<file path="config.mk">
export PLATFORM = sky130hd
export DESIGN_NAME = gfx_irq_collector
export DESIGN_NICKNAME = d
export VERILOG_FILES = /design/src/rtl/gfx_irq_pkg.sv /design/src/rtl/gfx_irq_prio_enc.sv /design/src/rtl/gfx_irq_state.sv /design/src/rtl/gfx_irq_regif.sv /design/src/rtl/gfx_irq_collector.sv
export SDC_FILE = /design/constraint.sdc
export NUM_CORES = 1
export LEC_CHECK = 0
export ABC_AREA = 1
export CORE_UTILIZATION = 28
export DETAILED_ROUTE_END_ITERATION = 10
export HOLD_SLACK_MARGIN = 0.12
export PLACE_DENSITY = 0.8
export SYNTH_ARGS = -nofsm -noshare
export SYNTH_HDL_FRONTEND = slang
export SYNTH_SLANG_ARGS = --single-unit
</file>
<file path="constraint.sdc">
create_clock -name clk -period 0.9 [get_ports clk]
set_input_delay 0.18 -clock clk [delete_from_list [all_inputs] [get_ports clk]]
set_output_delay 0.18 -clock clk [all_outputs]
set_load 0.01 [all_outputs]
</file>
<file path="src/rtl/gfx_irq_pkg.sv">
package gfx_irq_pkg;

    // Register selector; the address value is the register's location
    typedef enum logic [1:0] {
        SEL_STATUS = 2'd0,
        SEL_CLEAR  = 2'd1,
        SEL_MASK   = 2'd2,
        SEL_PRIO   = 2'd3
    } reg_sel_e;

    // Bit of the priority word that flags "something pending"
    localparam int PRIO_ANY_BIT = 7;

endpackage

</file>
<file path="src/rtl/gfx_irq_prio_enc.sv">
module gfx_irq_prio_enc #(
    parameter int NUM_SRC = 4,
    parameter int IDX_W   = $clog2(NUM_SRC)
) (
    input  logic [NUM_SRC-1:0] req_i,
    output logic [IDX_W-1:0]   idx_o,
    output logic               any_o
);

    // Scan from the top down so the lowest set index is written last
    always_comb begin
        idx_o = '0;
        any_o = 1'b0;
        for (int i = NUM_SRC - 1; i >= 0; i--) begin
            if (req_i[i]) begin
                idx_o = IDX_W'(i);
                any_o = 1'b1;
            end
        end
    end

endmodule

</file>
<file path="src/rtl/gfx_irq_state.sv">
module gfx_irq_state #(
    parameter int                 NUM_SRC  = 4,
    parameter logic [NUM_SRC-1:0] MASK_RST = '1
) (
    input  logic               clk,
    input  logic               rst_n,
    input  logic [NUM_SRC-1:0] evt_i,
    input  logic [NUM_SRC-1:0] clr_i,
    input  logic               mask_wr_i,
    input  logic [NUM_SRC-1:0] mask_wdata_i,
    output logic [NUM_SRC-1:0] status_o,
    output logic [NUM_SRC-1:0] mask_o
);

    typedef struct packed {
        logic [NUM_SRC-1:0] status;
        logic [NUM_SRC-1:0] mask;
    } state_t;

    state_t state_d, state_q;

    always_comb begin
        state_d = state_q;
        // Clear first, then set: a pulse on the clearing edge survives
        state_d.status = (state_q.status & ~clr_i) | evt_i;
        if (mask_wr_i) begin
            state_d.mask = mask_wdata_i;
        end
    end

    always_ff @(posedge clk) begin
        if (!rst_n) begin
            state_q.status <= '0;
            state_q.mask   <= MASK_RST;
        end else begin
            state_q <= state_d;
        end
    end

    assign status_o = state_q.status;
    assign mask_o   = state_q.mask;

endmodule

</file>
<file path="src/rtl/gfx_irq_regif.sv">
module gfx_irq_regif
    import gfx_irq_pkg::*;
#(
    parameter int NUM_SRC = 4,
    parameter int DATA_W  = 32,
    parameter int IDX_W   = $clog2(NUM_SRC)
) (
    input  logic [1:0]         addr_i,
    input  logic               wr_i,
    input  logic [DATA_W-1:0]  wdata_i,
    input  logic [NUM_SRC-1:0] status_i,
    input  logic [NUM_SRC-1:0] mask_i,
    input  logic [IDX_W-1:0]   prio_idx_i,
    input  logic               prio_any_i,
    output logic [NUM_SRC-1:0] clr_o,
    output logic               mask_wr_o,
    output logic [NUM_SRC-1:0] mask_wdata_o,
    output logic [DATA_W-1:0]  rdata_o
);

    reg_sel_e sel;
    assign sel = reg_sel_e'(addr_i);

    generate
        if (DATA_W > NUM_SRC) begin : g_hi
            logic unused_wdata_hi;
            assign unused_wdata_hi = ^wdata_i[DATA_W-1:NUM_SRC];
        end
    endgenerate

    // Write decode: only the clear and mask locations accept data
    always_comb begin
        clr_o        = '0;
        mask_wr_o    = 1'b0;
        mask_wdata_o = wdata_i[NUM_SRC-1:0];
        if (wr_i) begin
            case (sel)
                SEL_CLEAR: clr_o     = wdata_i[NUM_SRC-1:0];
                SEL_MASK:  mask_wr_o = 1'b1;
                default:   ;
            endcase
        end
    end

    // Read mux
    always_comb begin
        rdata_o = '0;
        case (sel)
            SEL_STATUS: rdata_o[NUM_SRC-1:0] = status_i;
            SEL_MASK:   rdata_o[NUM_SRC-1:0] = mask_i;
            SEL_PRIO: begin
                rdata_o[IDX_W-1:0]    = prio_idx_i;
                rdata_o[PRIO_ANY_BIT] = prio_any_i;
            end
            default:    rdata_o = '0;
        endcase
    end

endmodule

</file>
<file path="src/rtl/gfx_irq_collector.sv">
module gfx_irq_collector #(
    parameter int NUM_SRC = 4,
    parameter int DATA_W  = 32
) (
    input  logic               clk,
    input  logic               rst_n,
    input  logic [NUM_SRC-1:0] evt_i,
    input  logic [1:0]         reg_addr_i,
    input  logic               reg_wr_i,
    input  logic [DATA_W-1:0]  reg_wdata_i,
    output logic [DATA_W-1:0]  reg_rdata_o,
    output logic               irq_n_o
);

    localparam int IDX_W = $clog2(NUM_SRC);

    logic [NUM_SRC-1:0] status_q;
    logic [NUM_SRC-1:0] mask_q;
    logic [NUM_SRC-1:0] clr;
    logic               mask_wr;
    logic [NUM_SRC-1:0] mask_wdata;
    logic [IDX_W-1:0]   prio_idx;
    logic               prio_any;

    gfx_irq_state #(
        .NUM_SRC  (NUM_SRC),
        .MASK_RST ({NUM_SRC{1'b1}})
    ) u_state (
        .clk          (clk),
        .rst_n        (rst_n),
        .evt_i        (evt_i),
        .clr_i        (clr),
        .mask_wr_i    (mask_wr),
        .mask_wdata_i (mask_wdata),
        .status_o     (status_q),
        .mask_o       (mask_q)
    );

    gfx_irq_prio_enc #(
        .NUM_SRC (NUM_SRC),
        .IDX_W   (IDX_W)
    ) u_prio (
        .req_i (status_q),
        .idx_o (prio_idx),
        .any_o (prio_any)
    );

    gfx_irq_regif #(
        .NUM_SRC (NUM_SRC),
        .DATA_W  (DATA_W),
        .IDX_W   (IDX_W)
    ) u_regif (
        .addr_i       (reg_addr_i),
        .wr_i         (reg_wr_i),
        .wdata_i      (reg_wdata_i),
        .status_i     (status_q),
        .mask_i       (mask_q),
        .prio_idx_i   (prio_idx),
        .prio_any_i   (prio_any),
        .clr_o        (clr),
        .mask_wr_o    (mask_wr),
        .mask_wdata_o (mask_wdata),
        .rdata_o      (reg_rdata_o)
    );

    // Shared line, active low, driven from registered state only
    assign irq_n_o = ~|(status_q & mask_q);

endmodule

</file>
==> reports/results.ini <==
[pwr]
p_switching_mw = 0.343
seqPwrFrac = 0.398
p_int_mw = 0.682
p_leak_nw = 0.523
power.total_mw = 1.02
pwr-share-clk = 0.267
powerDensity_nw_per_um2 = 1100
ir_drop_mv = 0.518
p_comb_frac = 0.335
p_sw_frac = 0.334

[routing]
vias = 625
wl_per_cell_um = 8.37
drtAntennaViolNets = 0
wirelength_mm = 1.36
firstDrtPassIters = 4
via_per_inst = 3.83
drc_errors = 0
first_iter_violations = 10

[synthesis]
yosys_most_used_dff = dfxtp_1
synth_largest_area_cell = buf_4
yosysMostFrequentCell = buf_4
yosysWarnings = 0
synth_cell_types = 19
ys_async_sr_fraction = 0
synth.avg_cell_area_um2 = 6.60
synth_top_area_share = 0.295
synth_seq_cells = 8
ys_seq_area_frac = 0.233
synthTopCellsByCount = 27 x buf_4, 25 x nand2_1, 9 x inv_1
synth_edf_count = 0
synthTopCellsByArea = buf_4 30%, dfxtp_1 23%, nand2_1 14%
syn_inst = 104
synthesis.area_um2 = 687

[clocking]
cts.sinks = 8
ctsHoldBuffers = 0
htree_levels = 1
clockRootBuffer = clkbuf_4
clockBufferDepth = 2
clkSlewWorstSetupHoldPaths_ns = 0.05
numCtsBuffers = 3
cts_tree = built
clk_latency_ns = 0.25

[place]
place.port_buffers = 18
dp_hpwl_mm = 1.03
dp.cells = 159
post-place-ws_ns = -0.935
gp_congestion = 0.758

[finish]
n_antenna_cell = 0
fillers = 265
layout.nets = 178
stdcell_count = 163
area_growth_pct = 35.9
layout-drive-gt1-share = 0.385

[floorplan]
fp.dieW_um = 51.5
fp.dieH_um = 51.5
dieArea_um2 = 2660
coreArea_um2 = 2250
initial_utilization = 0.305
std_cell_rows = 17
ios = 74

[outcome]
violations = negative setup slack
status = finished, violations left

[sta]
fin_skew_ns = 0
hold-worst-slack_ns = 0.462
rsz0062_at_grt = yes
period_needed_ns = 1.23
timing.setup.tns_ns = -1.67
fmax_mhz = 812
finalSetupViolCount = 6
timing.final.ws_setup_ns = -0.331
hold_violations = 0
slew_violations = 0
fin_crit_sh = 1.37

[hold_path]
hp-start = evt_i[3]
min_path_cells = 3
hold_path_end = u_state.status_o[3]
hold_path_class = input port to flip-flop

[worst_setup_path]
worst_setup_path_end_kind = output pin
crit_start = u_state.status_o[3]
r2r_slack_ns = 0.08
crit_path_start_kind = flip-flop
regToRegEndpoint = u_state.status_o[2]
cp.required_ns = 0.72
arrival_ns = 1.05
crit_type = flip-flop to output pin
reg2regPathDepth = 4
path_max_fanout = 5
rr_startpoint = u_state.status_o[2]

[grt]
grt_max_degree = 8
grt_first_pass_wirelength_mm = 2.19
grt_antenna_before_repair = 0
grt_pass1_vias = 519
track_usage = 0.113
gr-total-overflow = 0

[flow_run]
max-cap-violations = 0

## area by class of cell
class	instances	area, um2	area share
Multi-Input combinational cell	78	400	0.429
Inverter	17	81.3	0.0871
Clock buffer	3	22.5	0.0241
Timing Repair Buffer	29	221	0.237
Sequential cell	8	173	0.185
Tap cell	28	35.0	0.0375
## kinds of logic (layout without fill, tap and decap cells)
logic type / after synthesis / in the layout / share of synthesized area
other cells: 1 / 27 / 0.00546
simple gates: 36 / 36 / 0.230
compound gates: 15 / 15 / 0.138
buf+inv: 44 / 49 / 0.393
flops: 8 / 8 / 0.233
## stage by stage
stage,utilization,cell area (um2)
finish,0.414,933
floorplan,-,785
global placement,0.387,872
CTS,0.405,912
global route,0.414,933
detailed placement,0.387,872
## power by group through the flow
stage | combinational, mW | clock (mW) | sequential [mW]
2_1_floorplan | 0.265 | 0 | 0.397
3_3_place_gp | 0.336 | 0 | 0.401
3_5_place_dp | 0.337 | 0 | 0.403
4_1_cts | 0.329 | 0.291 | 0.405
5_1_grt | 0.382 | 0.317 | 0.411
6_report | 0.343 | 0.274 | 0.408
## how the worst max path moves through the flow
stage | endpoint | slack [ns] | cells past startpoint
after CTS | reg_rdata_o[0] | -0.34 | 5
after global routing | reg_rdata_o[1] | -0.39 | 4
after floorplan | reg_rdata_o[7] | 0.02 | 2
after global placement | reg_rdata_o[3] | -0.92 | 5
final | reg_rdata_o[1] | -0.33 | 5
after detailed placement | reg_rdata_o[2] | -0.93 | 5
## layer usage
metal  wire length, um  global-route usage  share of wire
met1               603               0.151           0.44
met5                 0                   0              0
met4                14              0.0676          0.010
met2               659               0.165           0.48
met3                86              0.0263          0.063
## registers in the layout, indices dropped and copies added, names as in the netlist
register and count:
u_state.mask_o 4, u_state.status_o 4
## critical path, stage by stage (launching register included)
cell and delay (ns):
dfxtp_2 0.36, clkinv_4 0.09, nand2_1 0.06, nand4_1 0.07, nand3_1 0.09, buf_2 0.13
## repair_timing
item                                    4_1_cts  5_1_grt
resized for setup                            46       12
pin swaps                                     5        5
endpoints found under the hold margin         0        0
endpoints found under the setup margin       14       13
setup buffers                                 1        0
## layout by cell type, fill, tap and decap left out, types with 4 or more instances in the layout
cell / netlist / final
conb_1: 1 / 27
dfxtp_2: 0 / 4
buf_4: 27 / 11
nand2_1: 25 / 25
a21oi_2: 4 / 5
buf_2: 0 / 6
inv_1: 9 / 8
inv_4: 1 / 5
clkdlybuf4s50_1: 0 / 9
Power figures use the tool's default switching activity.
